$ cat src/rtl/flash_bsr_pkg.sv
package flash_bsr_pkg;

  typedef enum logic [2:0] {
    ST_IDLE,
    ST_PWAIT,
    ST_PWRITE,
    ST_EWAIT,
    ST_ESWEEP
  } seq_state_t;

  localparam logic [7:0] ERASED_BYTE = 8'hFF;

  // Status byte: polling bit on 7, toggle on 6, remaining bits clear.
  function automatic logic [7:0] status_byte(input logic poll, input logic tog);
    return {poll, tog, 6'b000000};
  endfunction

endpackage

$ cat src/rtl/flash_rst_sync.sv
module flash_rst_sync (
  input  logic clk,
  input  logic rst_n,
  output logic rst_n_sync
);

  logic [1:0] sync_q;

  always_ff @(posedge clk or negedge rst_n) begin
    if (!rst_n) begin
      sync_q <= 2'b00;
    end else begin
      sync_q <= {sync_q[0], 1'b1};
    end
  end

  assign rst_n_sync = sync_q[1];

endmodule

$ cat src/rtl/flash_op_timer.sv
module flash_op_timer #(
  parameter int W = 8
) (
  input  logic         clk,
  input  logic         rst_n,
  input  logic         load,
  input  logic [W-1:0] load_val,
  output logic         expired
);

  logic [W-1:0] cnt_q;
  logic [W-1:0] cnt_d;
  logic         cnt_en;

  always_comb begin
    cnt_en = load | (cnt_q != '0);
    if (load) begin
      cnt_d = load_val;
    end else begin
      cnt_d = cnt_q - 1'b1;
    end
  end

  always_ff @(posedge clk or negedge rst_n) begin
    if (!rst_n) begin
      cnt_q <= '0;
    end else if (cnt_en) begin
      cnt_q <= cnt_d;
    end
  end

  assign expired = (cnt_q == '0);

endmodule

$ cat src/rtl/flash_op_seq.sv
module flash_op_seq
  import flash_bsr_pkg::*;
#(
  parameter int ADDR_W       = 6,
  parameter int PROG_CYCLES  = 12,
  parameter int ERASE_CYCLES = 30,
  parameter int BOOT_WORDS   = 8,
  parameter int BOOT_TOP     = 0
) (
  input  logic              clk,
  input  logic              rst_n,
  input  logic              prog_req,
  input  logic [ADDR_W-1:0] prog_addr,
  input  logic [7:0]        prog_data,
  input  logic              erase_req,
  input  logic              boot_lock,
  input  logic [ADDR_W-1:0] rd_addr,
  input  logic [7:0]        mem_rdata,
  output logic              busy,
  output logic              tgt_bit7,
  output logic              mem_we,
  output logic [ADDR_W-1:0] mem_addr,
  output logic [7:0]        mem_wdata
);

  localparam int DEPTH = 1 << ADDR_W;
  localparam int TMAX  = (PROG_CYCLES > ERASE_CYCLES) ? PROG_CYCLES : ERASE_CYCLES;
  localparam int TW    = $clog2(TMAX + 1);
  localparam int AW1   = ADDR_W + 1;
  localparam logic [ADDR_W-1:0] LAST_ADDR = ADDR_W'(DEPTH - 1);

  seq_state_t        state_q, state_d;
  logic [ADDR_W-1:0] pa_q, pa_d;
  logic [7:0]        pd_q, pd_d;
  logic [ADDR_W-1:0] sweep_q, sweep_d;
  logic              t_load;
  logic [TW-1:0]     t_val;
  logic              t_expired;
  logic              pa_boot;
  logic              sw_boot;

  // Boot region decode: the parameter picks bottom or top placement.
  generate
    if (BOOT_TOP != 0) begin : g_boot_top
      assign pa_boot = ({1'b0, prog_addr} >= AW1'(DEPTH - BOOT_WORDS));
      assign sw_boot = ({1'b0, sweep_q}   >= AW1'(DEPTH - BOOT_WORDS));
    end else begin : g_boot_bottom
      assign pa_boot = ({1'b0, prog_addr} < AW1'(BOOT_WORDS));
      assign sw_boot = ({1'b0, sweep_q}   < AW1'(BOOT_WORDS));
    end
  endgenerate

  flash_op_timer #(.W(TW)) u_timer (
    .clk      (clk),
    .rst_n    (rst_n),
    .load     (t_load),
    .load_val (t_val),
    .expired  (t_expired)
  );

  always_comb begin
    state_d = state_q;
    pa_d    = pa_q;
    pd_d    = pd_q;
    sweep_d = sweep_q;
    t_load  = 1'b0;
    t_val   = '0;
    unique case (state_q)
      ST_IDLE: begin
        if (erase_req) begin
          state_d = ST_EWAIT;
          sweep_d = '0;
          t_load  = 1'b1;
          t_val   = TW'(ERASE_CYCLES - 1);
        end else if (prog_req && !(boot_lock && pa_boot)) begin
          state_d = ST_PWAIT;
          pa_d    = prog_addr;
          pd_d    = prog_data;
          t_load  = 1'b1;
          t_val   = TW'(PROG_CYCLES - 1);
        end
      end
      ST_PWAIT: begin
        if (t_expired) begin
          state_d = ST_PWRITE;
        end
      end
      ST_PWRITE: begin
        state_d = ST_IDLE;
      end
      ST_EWAIT: begin
        if (t_expired) begin
          state_d = ST_ESWEEP;
        end
      end
      ST_ESWEEP: begin
        sweep_d = sweep_q + 1'b1;
        if (sweep_q == LAST_ADDR) begin
          state_d = ST_IDLE;
        end
      end
      default: state_d = ST_IDLE;
    endcase
  end

  always_ff @(posedge clk or negedge rst_n) begin
    if (!rst_n) begin
      state_q <= ST_IDLE;
      pa_q    <= '0;
      pd_q    <= '0;
      sweep_q <= '0;
    end else begin
      state_q <= state_d;
      pa_q    <= pa_d;
      pd_q    <= pd_d;
      sweep_q <= sweep_d;
    end
  end

  always_comb begin
    busy      = (state_q != ST_IDLE);
    tgt_bit7  = pd_q[7];
    mem_we    = 1'b0;
    mem_addr  = rd_addr;
    mem_wdata = ERASED_BYTE;
    unique case (state_q)
      ST_PWAIT: begin
        mem_addr = pa_q;
      end
      ST_PWRITE: begin
        mem_addr  = pa_q;
        mem_we    = 1'b1;
        mem_wdata = mem_rdata & pd_q;
      end
      ST_EWAIT: begin
        tgt_bit7 = 1'b1;
      end
      ST_ESWEEP: begin
        tgt_bit7 = 1'b1;
        mem_addr = sweep_q;
        mem_we   = !(boot_lock && sw_boot);
      end
      default: begin
      end
    endcase
  end

endmodule

$ cat src/rtl/flash_stat_resp.sv
module flash_stat_resp
  import flash_bsr_pkg::*;
(
  input  logic       clk,
  input  logic       rst_n,
  input  logic       rd_stb,
  input  logic       busy,
  input  logic       tgt_bit7,
  input  logic [7:0] mem_rdata,
  output logic [7:0] rd_data
);

  logic       tog_q, tog_d;
  logic       sel_q, sel_d;
  logic [7:0] stat_q, stat_d;
  logic       stat_rd;

  always_comb begin
    stat_rd = rd_stb & busy;
    tog_d   = tog_q ^ stat_rd;
    sel_d   = rd_stb ? busy : sel_q;
    stat_d  = stat_rd ? status_byte(~tgt_bit7, tog_q) : stat_q;
  end

  always_ff @(posedge clk or negedge rst_n) begin
    if (!rst_n) begin
      tog_q  <= 1'b0;
      sel_q  <= 1'b0;
      stat_q <= '0;
    end else begin
      tog_q  <= tog_d;
      sel_q  <= sel_d;
      stat_q <= stat_d;
    end
  end

  assign rd_data = sel_q ? stat_q : mem_rdata;

endmodule

$ cat src/rtl/flash_busy_status.sv
module flash_busy_status #(
  parameter int ADDR_W       = 6,
  parameter int PROG_CYCLES  = 12,
  parameter int ERASE_CYCLES = 30,
  parameter int BOOT_WORDS   = 8,
  parameter int BOOT_TOP     = 0
) (
  input  logic              clk,
  input  logic              rst_n,
  input  logic              prog_req,
  input  logic [ADDR_W-1:0] prog_addr,
  input  logic [7:0]        prog_data,
  input  logic              erase_req,
  input  logic              boot_lock,
  input  logic              rd_stb,
  input  logic [ADDR_W-1:0] rd_addr,
  output logic [7:0]        rd_data,
  output logic              busy,
  output logic              mem_we,
  output logic [ADDR_W-1:0] mem_addr,
  output logic [7:0]        mem_wdata,
  input  logic [7:0]        mem_rdata
);

  logic rst_n_s;
  logic tgt_bit7;

  flash_rst_sync u_rst (
    .clk        (clk),
    .rst_n      (rst_n),
    .rst_n_sync (rst_n_s)
  );

  flash_op_seq #(
    .ADDR_W       (ADDR_W),
    .PROG_CYCLES  (PROG_CYCLES),
    .ERASE_CYCLES (ERASE_CYCLES),
    .BOOT_WORDS   (BOOT_WORDS),
    .BOOT_TOP     (BOOT_TOP)
  ) u_seq (
    .clk       (clk),
    .rst_n     (rst_n_s),
    .prog_req  (prog_req),
    .prog_addr (prog_addr),
    .prog_data (prog_data),
    .erase_req (erase_req),
    .boot_lock (boot_lock),
    .rd_addr   (rd_addr),
    .mem_rdata (mem_rdata),
    .busy      (busy),
    .tgt_bit7  (tgt_bit7),
    .mem_we    (mem_we),
    .mem_addr  (mem_addr),
    .mem_wdata (mem_wdata)
  );

  flash_stat_resp u_resp (
    .clk       (clk),
    .rst_n     (rst_n_s),
    .rd_stb    (rd_stb),
    .busy      (busy),
    .tgt_bit7  (tgt_bit7),
    .mem_rdata (mem_rdata),
    .rd_data   (rd_data)
  );

endmodule

$ cat config.mk
export PLATFORM = sky130hd
export DESIGN_NAME = flash_busy_status
export DESIGN_NICKNAME = d
export VERILOG_FILES = /design/src/rtl/flash_bsr_pkg.sv /design/src/rtl/flash_rst_sync.sv /design/src/rtl/flash_op_timer.sv /design/src/rtl/flash_op_seq.sv /design/src/rtl/flash_stat_resp.sv /design/src/rtl/flash_busy_status.sv
export SDC_FILE = /design/constraint.sdc
export NUM_CORES = 1
export LEC_CHECK = 0
export BUFFER_PORTS_ARGS = -buffer_cell sky130_fd_sc_hd__buf_2
export CAP_MARGIN = 0
export CORE_UTILIZATION = 48
export CTS_CLUSTER_DIAMETER = 200
export CTS_CLUSTER_SIZE = 8
export DETAILED_ROUTE_END_ITERATION = 8
export PLACE_DENSITY = 0.73
export SLEW_MARGIN = 20
export SYNTH_ARGS = -nofsm -noshare
export SYNTH_HDL_FRONTEND = slang
export SYNTH_SLANG_ARGS = --single-unit
$ cat constraint.sdc
create_clock -name clk -period 5.2 [get_ports clk]
set_input_delay 1.04 -clock clk [delete_from_list [all_inputs] [get_ports clk]]
set_output_delay 1.04 -clock clk [all_outputs]
set_load 0.02 [all_outputs]
==> results of run 1 <==
-- final cells by class --
| class | count | area (µm²) | share of cell area |
|---|---|---|---|
| clock buffer | 7 | 86.3 | 0.0374 |
| clock inverter | 1 | 5.00 | 0.00217 |
| inverter | 10 | 37.5 | 0.0163 |
| multi-input combinational | 127 | 966 | 0.419 |
| sequential | 34 | 851 | 0.369 |
| tap | 48 | 60.1 | 0.0260 |
| timing repair buffer | 59 | 300 | 0.130 |
-- synthesized netlist by cell type (2+ instances only) --
| master | count | area (µm²) |
|---|---|---|
| sky130_fd_sc_hd__dfrtp_1 | 34 | 851 |
| sky130_fd_sc_hd__mux2_4 | 10 | 150 |
| sky130_fd_sc_hd__clkbuf_1 | 6 | 22.5 |
| sky130_fd_sc_hd__o21ai_1 | 7 | 35.0 |
| sky130_fd_sc_hd__a22oi_1 | 12 | 90.1 |
| sky130_fd_sc_hd__o41ai_1 | 2 | 17.5 |
| sky130_fd_sc_hd__o21ai_0 | 4 | 20.0 |
| sky130_fd_sc_hd__a32o_1 | 2 | 20.0 |
| sky130_fd_sc_hd__nor2b_1 | 7 | 43.8 |
| sky130_fd_sc_hd__nor2_1 | 5 | 18.8 |
| sky130_fd_sc_hd__ha_1 | 2 | 25.0 |
| sky130_fd_sc_hd__mux2i_1 | 2 | 20.0 |
| sky130_fd_sc_hd__xnor2_1 | 4 | 35.0 |
| sky130_fd_sc_hd__nand2_1 | 24 | 90.1 |
| sky130_fd_sc_hd__nand3_1 | 3 | 15.0 |
| sky130_fd_sc_hd__a2111oi_0 | 3 | 26.3 |
| sky130_fd_sc_hd__a21oi_1 | 4 | 20.0 |
| sky130_fd_sc_hd__inv_1 | 9 | 33.8 |
| sky130_fd_sc_hd__mux2_2 | 9 | 101 |
| sky130_fd_sc_hd__mux2_1 | 5 | 56.3 |
-- worst min path at each step --
stage	start	endpoint	slack, ps	cells past startpoint
6_report	u_rst.sync_q[1]	u_resp.stat_q[6]	50	0
5_1_grt	u_rst.sync_q[1]	u_resp.stat_q[6]	70	0
4_1_cts	u_rst.sync_q[1]	u_resp.stat_q[6]	50	0
3_5_place_dp	u_rst.sync_q[1]	u_resp.tog_q	50	0
3_3_place_gp	u_rst.sync_q[1]	u_resp.tog_q	50	0
2_1_floorplan	u_rst.sync_q[0]	u_rst.sync_q[1]	330	0
-- cells in the final DEF (no fill, tap or decap), types with 2 or more instances in the layout --
cell type,instances
sky130_fd_sc_hd__a2111oi_0,3
sky130_fd_sc_hd__a21oi_1,4
sky130_fd_sc_hd__a22oi_1,12
sky130_fd_sc_hd__a32o_1,2
sky130_fd_sc_hd__buf_2,57
sky130_fd_sc_hd__buf_4,2
sky130_fd_sc_hd__clkbuf_8,6
sky130_fd_sc_hd__dfrtp_1,34
sky130_fd_sc_hd__ha_1,2
sky130_fd_sc_hd__inv_1,9
sky130_fd_sc_hd__mux2_1,5
sky130_fd_sc_hd__mux2_2,9
sky130_fd_sc_hd__mux2_4,10
sky130_fd_sc_hd__mux2i_1,2
sky130_fd_sc_hd__nand2_1,24
sky130_fd_sc_hd__nand3_1,3
sky130_fd_sc_hd__nor2_1,5
sky130_fd_sc_hd__nor2b_1,7
sky130_fd_sc_hd__o21ai_0,4
sky130_fd_sc_hd__o21ai_1,7
sky130_fd_sc_hd__o41ai_1,2
sky130_fd_sc_hd__xnor2_1,4
-- layer usage --
| metal | GRT usage | vias up | share of wire |
|---|---|---|---|
| li1 | - | 767 | - |
| met1 | 0.287 | 777 | 0.45 |
| met2 | 0.358 | 41 | 0.49 |
| met3 | 0.0669 | 7 | 0.049 |
| met4 | 0.0707 | 0 | 0.015 |
| met5 | 0 | - | 0 |
-- power by group --
group	switching [mW]	internal (mW)
clock network	0.0919	0.107
registers	0.136	0.379
logic	0.308	0.295
-- cell families (layout without fill, tap and decap cells) --
logic type,after synthesis,after routing
fa+ha+maj,3,3
xor+xnor,4,4
flops,34,34
compound gates,43,43
simple gates,50,50
mux,26,26
buf+inv,18,77
other cells,1,1
-- flip-flops by register name, summed over array words and instances (netlist names) --
| signal | cells |
|---|---|
| u_resp.stat_q | 2 |
| u_seq.pd_q | 8 |
| u_rst.sync_q | 2 |
| u_seq.state_q | 3 |
| u_resp.tog_q | 1 |
| u_seq.pa_q | 6 |
| u_seq.u_timer.cnt_q | 5 |
| u_seq.sweep_q | 6 |
| u_resp.sel_q | 1 |
-- through the flow --
step | hold slack (ps) | utilization | instances
2_1_floorplan | 331 | - | 179
3_3_place_gp | 45.2 | 0.592 | 278
3_5_place_dp | 47.7 | 0.592 | 278
4_1_cts | 54.4 | 0.616 | 286
5_1_grt | 71.0 | 0.616 | 286
6_report | 49.6 | 0.616 | 286
-- critical path, stage by stage (launching register included) --
cell	delay, ps
sky130_fd_sc_hd__dfrtp_1	670
sky130_fd_sc_hd__nor3b_1	660
sky130_fd_sc_hd__buf_4	270
sky130_fd_sc_hd__a22oi_1	70
sky130_fd_sc_hd__o21ai_1	80
sky130_fd_sc_hd__buf_2	180
==> run summary, run 1 <==
The H-tree was split into 2 levels. Setup violations remaining at the end of the flow were counted as 0. Power spread over the standard cell area amounts to 571 nW/µm². After clock tree synthesis, the setup repair step added 0 buffers. The final critical-path required period is 3260 ps. For the placed cell area, the log shows 2210 µm².

The tree is rooted in a sky130_fd_sc_hd__clkbuf_8. Average cell area after synthesis: 10.7 µm². The peak fanout along the critical path came out at 16. The tools report the timing endpoint of the critical path as mem_addr[4].

Launching element of the worst setup path: u_seq.state_q[2]. Wires add up to 4190 µm. The number of nets handed over by synthesis was 215. At the later pin of the worst-skew pair, clock insertion delay measures 290 ps. The maximum number of pins on one net before global-route repair was 30; the synthesized flop and latch total was 34.

Worst IR drop on VDD: 0.000258 V. The sequential cell area fraction in the yosys report is 0.446. Data arrival time of the worst path: 2220 ps. Global router's overall resource usage: 0.223. The simple-gate portion of the synthesized area was 0.138; the total standard cell area after synthesis was 1910 µm². Async set-or-reset flop fraction in the synthesized netlist: 1.00. The worst register-to-register path ends at u_seq.pa_q[2]. The worst hold path belongs to the class register to asynchronous set/reset pin.

The fill cell total of the finished layout came out at 338. The routed layout has 1,592 vias. The routed via count divided by cell count came out at 5.57. TritonCTS built the clock tree.

The fraction of layout instances using a drive strength above 1 came out at 0.382. Once the clock tree was built, the resizer swapped 0 gates to a different size. The count of nets left with antenna violations once routing finished came out at 0. The floorplan step defined a core boundary enclosing 3740 µm². Final antenna diode count: 0.

The chip width is 65.1 µm. The worst slack at placement came out at 2280 ps. The type of destination of the critical path was an output pin.

The first global-routing pass estimated 7030 µm of wire. Synthesis produced a netlist whose cell count is 179. For the effective utilization at floorplan, the log shows 0.510.

Buffers placed on the I/O ports in this run total 57. The tools report the worst endpoint required time as 4160 ps. The run finished with clean final reports. After routing, the total negative slack on setup checks comes to 0 ps. The run gives 0 as the initial antenna violation count. The floorplan step defined a die boundary enclosing 4230 µm².

For the site row count, the log shows 22. The adder-cell share of the synthesized area was 0.0184. For this run, the leading register cell type out of synthesis is sky130_fd_sc_hd__dfrtp_1. Summed over all nets, the half-perimeter wirelength after detailed placement is 3140 µm. After detailed routing, the average wire length per cell comes to 14.7 µm. The synthesized design contains 0 enable-type register cells. The number of cells on the worst reg-to-reg path is 3.

The worst-margin pin slew works out to 858 ps. The floorplan step set the die height to 65.1 µm. The worst reg2reg path startpoint is u_seq.state_q[1]. The count of nets after finishing is 273. The remaining max-slew budget at the tightest pin came out at 0.427.

The total power of the final layout is 1.32 mW. In this run the count of I/O pins placed on the die edge is 58. Based on the critical path, the design can be clocked at up to 0.307 GHz.

For the final hold violation count, the log shows 0. Sort of element at the start of the critical path: a register. The run gives 5 as the first-pass iteration count of the detailed router. Startpoint-to-endpoint class of the critical path: register to output pin.

The first routing iteration left 75 violations. In this run the register-to-register setup slack is 2700 ps. For the total clock buffers created by CTS, the log shows 5.

The worst setup slack after layout is 1940 ps. After routing the design area is 2310 µm². The post-synthesis mux area share is 0.172. For this design the static power due to leakage is 1.05 nW.

The run gives 0 as the post-cts hold buffer count. Max-cap violations in this run came to 0. Remaining routing DRC violations: 0. Global routing finished with a remaining overflow of 0. Clock-pin slew was measured on the worst setup and hold paths at 70 ps.

The run gives 4.12 ps as the final clock skew. The via count of the first global-routing pass is 1,538. The clock drives 34 sinks. The congestion estimate from routability-driven global placement came to 0.819.

The complex-gate fraction of the synthesized area was 0.157. Maximum buffer depth of the clock tree: 2. Compared with the post-synthesis result, the final layout area differs by 20.9%. The post-synthesis xor/xnor area fraction works out to 0.0184. By area, the combinational part of the netlist is dominated by multiplexers. The number of warning messages in the yosys log was 0; the max-slew violation count was 0. The tools report the count of cell types in the netlist as 45. The final cycle utilization of the critical path is 0.627.

Setup repair after global routing left no endpoint under its margin.
(Power assumes the default switching activity.)
==> run 2: changes to the inputs <==
--- a/config.mk
+++ b/config.mk
@@ -5,13 +5,14 @@
 export SDC_FILE = /design/constraint.sdc
 export NUM_CORES = 1
 export LEC_CHECK = 0
+export ABC_AREA = 1
 export BUFFER_PORTS_ARGS = -buffer_cell sky130_fd_sc_hd__buf_2
 export CAP_MARGIN = 0
 export CORE_UTILIZATION = 48
 export CTS_CLUSTER_DIAMETER = 200
 export CTS_CLUSTER_SIZE = 8
 export DETAILED_ROUTE_END_ITERATION = 8
-export PLACE_DENSITY = 0.73
+export PLACE_DENSITY = 0.74
 export SLEW_MARGIN = 20
 export SYNTH_ARGS = -nofsm -noshare
 export SYNTH_HDL_FRONTEND = slang
==> constraint.sdc (replaced) <==
create_clock -name clk -period 3.4 [get_ports clk]
set_input_delay 0.68 -clock clk [delete_from_list [all_inputs] [get_ports clk]]
set_output_delay 0.68 -clock clk [all_outputs]
set_load 0.02 [all_outputs]
==> run 2 against run 1 <==
  * Worst hold slack gained 110 ps
  * First-iteration DRC count grew 1.3%
  * Power grew 48%
  * Combinational power grew 56%
  * Sequential share of layout area grew 0.94 points
  * Count of clock-buffer cells in the layout is the same
  * Setup slack lost 920 ps
  * Via count grew 9.8%
  * Critical path type unchanged
==> run summary, run 2 <==
Timing analysis after detailed placement gives a worst setup slack of 1330 ps. The worst setup path is captured at an output pin. The tools report the sort of element at the start of the critical path as a register. Based on the critical path, the design can be clocked at up to 0.421 GHz. The instance count after placement with tap cells included came out at 351. After routing the design area is 2250 µm². Global router's overall resource usage: 0.233.

Sorting the synthesized cells by how often they occur yields 102 x sky130_fd_sc_hd__nand2_1, 34 x sky130_fd_sc_hd__dfrtp_1, 24 x sky130_fd_sc_hd__inv_1, 24 x sky130_fd_sc_hd__nand3_1, 19 x sky130_fd_sc_hd__nor2_1. In this run the tool buffered the top-level ports with 57 buffer cells. Counting every net in the synthesized netlist gives 286. The largest delay contributor family on the critical path is simple AND/OR/NAND/NOR gates.

The tools report the count of nets after finishing as 346. Largest incremental delay on the critical path: 390 ps. On the final layout, the worst hold slack is 163 ps.

The register with the most flip-flops in the final layout is u_seq.pd_q. Buffers inserted during clock tree synthesis total 5. For the clock latency on the worst-skew pair, the log shows 280 ps. The most prevalent standard cell on the critical path was sky130_fd_sc_hd__nand2_1. Across the VDD grid, the largest voltage drop is 0.000445 V. The total overflow left after global routing is 0. After clock tree synthesis, the clock-pin slew on the worst setup and hold paths is 70 ps. The die footprint came out at 4080 µm². Traced cell by cell, the critical path runs through inv_1 -> nor2_1 -> nand2_1 -> nand2_1 -> nor2_2 -> nand2_1 -> nand3_1 -> buf_2. Leaving out fill and tap cells, the most frequent cells in the layout are 102 x sky130_fd_sc_hd__nand2_1, 57 x sky130_fd_sc_hd__buf_2, 34 x sky130_fd_sc_hd__dfrtp_1. The first detailed-routing pass ran for 4 iterations. The tools report the worst setup slack after layout as 1020 ps. The synthesized design contains 34 register bits. The commonest register cell after synthesis is sky130_fd_sc_hd__dfrtp_1. The sequential cell area fraction in the yosys report came out at 0.464.

After the flow finishes, the layout carries non-filler instances totaling 359. The floorplan step defined a core boundary enclosing 3660 µm². Counting every instance in the synthesized netlist gives 250.

The worst setup path is of the register to output pin kind. The floorplan step set the die width to 63.8 µm. At the end of routability-driven placement, the weighted congestion stood at 0.871. The first global-routing pass estimated 7290 µm of wire.

In the final routed layout, each cell accounts on average for 11.5 µm. For the pin with the worst max-slew slack, the measured transition is 642 ps. Dominant cell type by area after synthesis: sky130_fd_sc_hd__dfrtp_1. After clock tree synthesis, the repair step resized 0 gates. The routed via count divided by cell count came out at 4.87. The run gives 2720 ps as the worst endpoint required time. The total standard cell area after synthesis came out at 1840 µm². The type of the most critical hold path was primary input to asynchronous set/reset pin.

The logs give 0 ps for the setup TNS and 1,630 for the via count of the first global-routing pass. Buffers inserted to repair hold after CTS numbered 0. For the overall routed net length, the log shows 4140 µm. The most frequent standard cell in the layout excluding fill and tap cells was sky130_fd_sc_hd__nand2_1.

In this run the remaining antenna-violating nets after routing total 0. The final route contains 1,748 vias. The tools report the detailed router's first-iteration violation count as 76. Final critical-path required period: 2380 ps. The fraction of layout instances using a drive strength above 1 is 0.248. Once placement finished, the instance area stood at 2160 µm². The clock arrives with 2.60 ps of skew. The I/O pin count is 58.

During synthesis, Yosys emitted a total of 0 warnings. The wire-length estimate of the detail-placed layout is 3050 µm. Cell type of the slowest stage on the worst timing path: sky130_fd_sc_hd__dfrtp_1. The leakage power is 1.30 nW. The logs give 0 for the max-slew violation count and 22 for the site row count. The tools report the data arrival time of the worst path as 1700 ps. TritonCTS built the clock tree.

The tools report the maximum number of pins on one net before global-route repair as 18. The number of antenna diodes in the final layout is 0. The flip-flop count of the largest register, all copies and words added is 8, and the peak fanout along the critical path is 7.

In this run the number of H-tree levels came out at 2. The final-report setup violation count was 0; the count of cell types in the netlist was 27. The most instantiated library cell after synthesis is sky130_fd_sc_hd__nand2_1. For the remaining max-slew budget at the tightest pin, the log shows 0.572. The maximum buffer depth of the clock tree was 2. The effective utilization at floorplan is 0.501. The flow ran to the end, and the final reports show no timing, DRC or antenna violations. Yosys attributes the largest share of cell area to sky130_fd_sc_hd__dfrtp_1 46%, sky130_fd_sc_hd__nand2_1 21%, sky130_fd_sc_hd__nand3_1 6.5%. Counting both buffers and inverters, the worst setup path holds a total of 2. The logs give 0 for the number of setup buffers added after CTS and 0 for the final hold violation count. The average cell area after synthesis was 7.34 µm². The total of max-cap violations was 0.

The total number of clock tree sinks is 34, and the count of flip-flops with a built-in enable after synthesis is 0. From synthesis to final layout, the design area changed by 22.5%. The ratio of total power to cell area was 867 nW/µm². Setup repair after global routing left no endpoint under its margin.

The initial antenna violation count is 0, and the die span in y is 63.8 µm. The async set-or-reset flop fraction in the synthesized netlist works out to 1.00. The cell sitting at the root of the clock tree is a sky130_fd_sc_hd__clkbuf_8. The largest registers in the layout are u_seq.pd_q: 8 flops, u_seq.pa_q: 6 flops, u_seq.sweep_q: 6 flops. The final cycle utilization of the critical path was 0.699. Share of the synthesized area in the top cell type: 0.464. In the routed design, unresolved DRC markers number 0.
==> run 2: report_power, final <==
group	leakage [nW]	switching (mW)	internal, mW
sequential	0.423	0.126	0.580
combinational	0.827	0.618	0.321
clock	0.0482	0.142	0.163
==> run 2: final timing paths <==
kind	endpoint	from	slack (ps)	cells after the start
max	mem_addr[0]	u_seq.state_q[1]	1020	8
min	u_rst.sync_q[0]	rst_n	160	1
max reg2reg	u_seq.state_q[2]	u_seq.u_timer.cnt_q[0]	1970	8
min reg2reg	u_seq.u_timer.cnt_q[0]	u_rst.sync_q[1]	270	0
max in group asynchronous	u_seq.pd_q[2]	u_rst.sync_q[1]	2450	1
min in group clk	u_rst.sync_q[1]	u_rst.sync_q[0]	350	0
==> run 2: through the flow <==
| step | power [mW] | util |
|---|---|---|
| 2_1_floorplan | 1.39 | - |
| 3_3_place_gp | 1.63 | 0.589 |
| 3_5_place_dp | 1.65 | 0.589 |
| 4_1_cts | 1.97 | 0.614 |
| 5_1_grt | 2.14 | 0.614 |
| 6_report | 1.95 | 0.614 |
==> run 2: cell type report <==
cell class | instances | area, µm²
clock buffer | 7 | 86.3
timing repair buffer | 58 | 293
fill | 344 | 1410
inverter | 28 | 105
multi-input combinational | 183 | 848
tap | 48 | 60.1
clock inverter | 1 | 5.00
sequential | 34 | 851
==> run 2: layer usage <==
layer	global-route usage	share of wire	routed length [µm]
met3	0.0571	0.067	277
met2	0.390	0.45	1870
met4	0.0767	0.012	50
met5	0	0	0
met1	0.294	0.47	1940
==> run 2: logic make-up after synthesis <==
group	count (synthesis)	synth area share
simple gates	159	0.379
xor+xnor	2	0.00955
compound gates	19	0.0579
fa+ha+maj	2	0.0136
flops	34	0.464
buf+inv	33	0.0743
other cells	1	0.00204
==> run 3: changes to the inputs <==
--- a/config.mk
+++ b/config.mk
@@ -5,14 +5,14 @@
 export SDC_FILE = /design/constraint.sdc
 export NUM_CORES = 1
 export LEC_CHECK = 0
-export ABC_AREA = 1
+export ABC_AREA = 0
 export BUFFER_PORTS_ARGS = -buffer_cell sky130_fd_sc_hd__buf_2
 export CAP_MARGIN = 0
 export CORE_UTILIZATION = 48
 export CTS_CLUSTER_DIAMETER = 200
 export CTS_CLUSTER_SIZE = 8
 export DETAILED_ROUTE_END_ITERATION = 8
-export PLACE_DENSITY = 0.74
+export PLACE_DENSITY = 0.73
 export SLEW_MARGIN = 20
 export SYNTH_ARGS = -nofsm -noshare
 export SYNTH_HDL_FRONTEND = slang
==> constraint.sdc (replaced) <==
create_clock -name clk -period 2.36 [get_ports clk]
set_input_delay 0.472 -clock clk [delete_from_list [all_inputs] [get_ports clk]]
set_output_delay 0.472 -clock clk [all_outputs]
set_load 0.02 [all_outputs]
==> run 3 against run 2 <==
  * Sequential power is 60% higher
  * Worst hold slack gained 36 ps
  * Setup slack worse by 890 ps
  * First-iteration DRC count up 5.3%
  * Largest power group unchanged
  * Die area up 3.8%
  * Sequential share of layout area is 1.7 points lower
  * Clock skew up 4.9 ps
  * Count of clock-buffer cells in the layout down 1
  * Non-clock buffer count rose by 7
==> run summary, run 3 (synthesized netlist as in run 1, its figures left out) <==
The signal on the critical path passes through maj3_1 -> a22oi_1 -> o21ai_1 -> buf_2. The top register by number of flip-flops was u_seq.pd_q. The die span in y works out to 65.1 µm. The routed wire length per instance works out to 14.6 µm. The run gives 0.000498 V as the worst IR drop on VDD. Before CTS, the worst setup slack after placement is 175 ps. The core region is 3740 µm². The wire-length estimate of the detail-placed layout is 3150 µm. For this design the static power due to leakage is 1.07 nW. The flip-flop count of the largest register, all copies and words added was 8. Setup violations remaining at the end of the flow were counted as 0. Setup repair after global routing left no endpoint under its margin. Total number of clock tree sinks: 34. Type of destination of the critical path: an output pin.

The worst hold margin was 199 ps; the site row count was 22. Fraction of layout instances using a drive strength above 1: 0.402. At the pin with the least slew margin, the transition time is 821 ps. For this run, the top clock speed supported by timing is 0.449 GHz.

For this block, the routed nets add up to 4250 µm of wire. The post-synthesis to final-layout area growth works out to 23.6%. Cell type of the slowest stage on the worst timing path: sky130_fd_sc_hd__dfrtp_2. Before antenna repair, the detailed router went through 4 iterations.

Setup slack on the critical path of the routed design comes to 134 ps. The count of nets after finishing was 279. In this run, CTS created clock tree buffers numbering 5.

Leaving out fill and tap cells, the most frequent cell in the layout is sky130_fd_sc_hd__buf_2. The repair_antennas step left the layout with diodes totalling 0. The remaining routing DRC violations came out at 0.

The root buffer cell is sky130_fd_sc_hd__clkbuf_8. In this run the deepest clock path goes through 2 buffers. The final hold violation count was 0; the worst endpoint required time was 1890 ps.

The worst path in the final design needs a cycle of 2230 ps, including I/O delays and setup. In the final layout, the registers with the most flip-flops are u_seq.pd_q: 8 flops, u_seq.pa_q: 6 flops, u_seq.sweep_q: 6 flops. The startpoint-to-endpoint class of the critical path was register to output pin. The filler cells instantiated in the layout total 341.

Power spread over the standard cell area amounts to 1250 nW/µm². The maximum number of pins on one net before global-route repair was 22; the port buffer count was 57. The final cycle utilization of the critical path works out to 0.943. For the global-route wire length before repair, the log shows 6950 µm. In the final timing run, aggregate negative setup slack is 0 ps. The worst setup path is launched from a register. TritonCTS built the clock tree. The number of antenna-violating nets in the routed design is 0. 58 I/O pins were placed. The clock-pin slew reported for the worst setup and hold paths after clock tree synthesis is 70 ps. The flow ran to the end, and the final reports show no timing, DRC or antenna violations.

Across all layers, the routed design uses 1,576 vias. In this run the number of H-tree levels came out at 2. In the layout the commonest cells are 57 x sky130_fd_sc_hd__buf_2, 33 x sky130_fd_sc_hd__dfrtp_1, 24 x sky130_fd_sc_hd__nand2_1. The worst register-to-register path has a depth of 3.

The initial antenna violation count was 0; the clock latency on the worst-skew pair was 290 ps. Routed via count divided by cell count: 5.40. Max-slew violation count: 0.

The tools report the effective utilization at floorplan as 0.510. The tools report the final clock skew as 7.52 ps. After routing the design area is 2360 µm². The die footprint is 4230 µm², and the chip width is 65.1 µm.

Max-cap violations in this run came to 0. The run gives 0.222 as the global router's overall resource usage. At the end of routability-driven placement, the weighted congestion stood at 0.772.

The remaining max-slew budget at the tightest pin is 0.452, and the worst-case register-to-register setup slack is 380 ps. The data arrival time of the worst path came out at 1750 ps. In this run the critical register-to-register path is launched from u_seq.state_q[1]. The aggregate global routing overflow was 0; the peak fanout along the critical path was 14.

The largest incremental delay on the critical path was 520 ps. The placed cell area is 2250 µm². In this run, the number of DRC markers left after iteration 0 of detailed routing was 80.

The via count of the first global-routing pass was 1,492. Destination of the worst register-to-register timing path: u_seq.pa_q[1]. Type of the most critical hold path: register to asynchronous set/reset pin.

The number of setup buffers added after CTS is 0.
[run 3: layout make-up]
cell class | count | area, µm² | area share
clock buffer | 6 | 82.6 | 0.0350
multi-input combinational | 127 | 966 | 0.410
inverter | 10 | 37.5 | 0.0159
tap | 48 | 60.1 | 0.0255
sequential | 34 | 852 | 0.361
clock inverter | 2 | 12.5 | 0.00531
timing repair buffer | 65 | 348 | 0.147
[run 3: critical path: cells and delay by family (launching register included)]
kind / cells / cell delay [ps]
flops: 1 / 520
fa+ha+maj: 1 / 470
compound gates: 2 / 310
buf+inv: 1 / 160
[run 3: what timing repair did]
item                       4_1_cts  5_1_grt
hold endpoints to repair         2        0
gates resized for setup          0        1
hold buffers                     1        0
setup endpoints to repair        0       14
[run 3: worst max path at each step]
stage	startpoint	to
floorplan	u_seq.state_q[1]	mem_we
global placement	prog_addr[4]	u_seq.pa_q[1]
detailed placement	prog_addr[4]	u_seq.pa_q[1]
CTS	u_seq.state_q[1]	mem_addr[5]
global route	u_seq.state_q[1]	mem_addr[1]
finish	u_seq.state_q[1]	mem_addr[5]
[run 3: layer usage]
layer / global-route usage / wire length, µm
met3: 0.0669 / 207
met1: 0.298 / 2010
met4: 0.0897 / 61
met2: 0.335 / 1980
met5: 0 / 0
[run 3: stage by stage]
step           instances  utilization  total power [mW]
3_5_place_dp         283        0.602              2.52
6_report             292        0.630              2.95
5_1_grt              292        0.630              3.17
4_1_cts              292        0.630              2.98
2_1_floorplan        179            -              2.09
3_3_place_gp         283        0.602              2.48
[run 3: power breakdown]
group / switching (mW) / internal (mW)
sequential: 0.291 / 0.837
combinational: 0.691 / 0.686
clock: 0.214 / 0.234
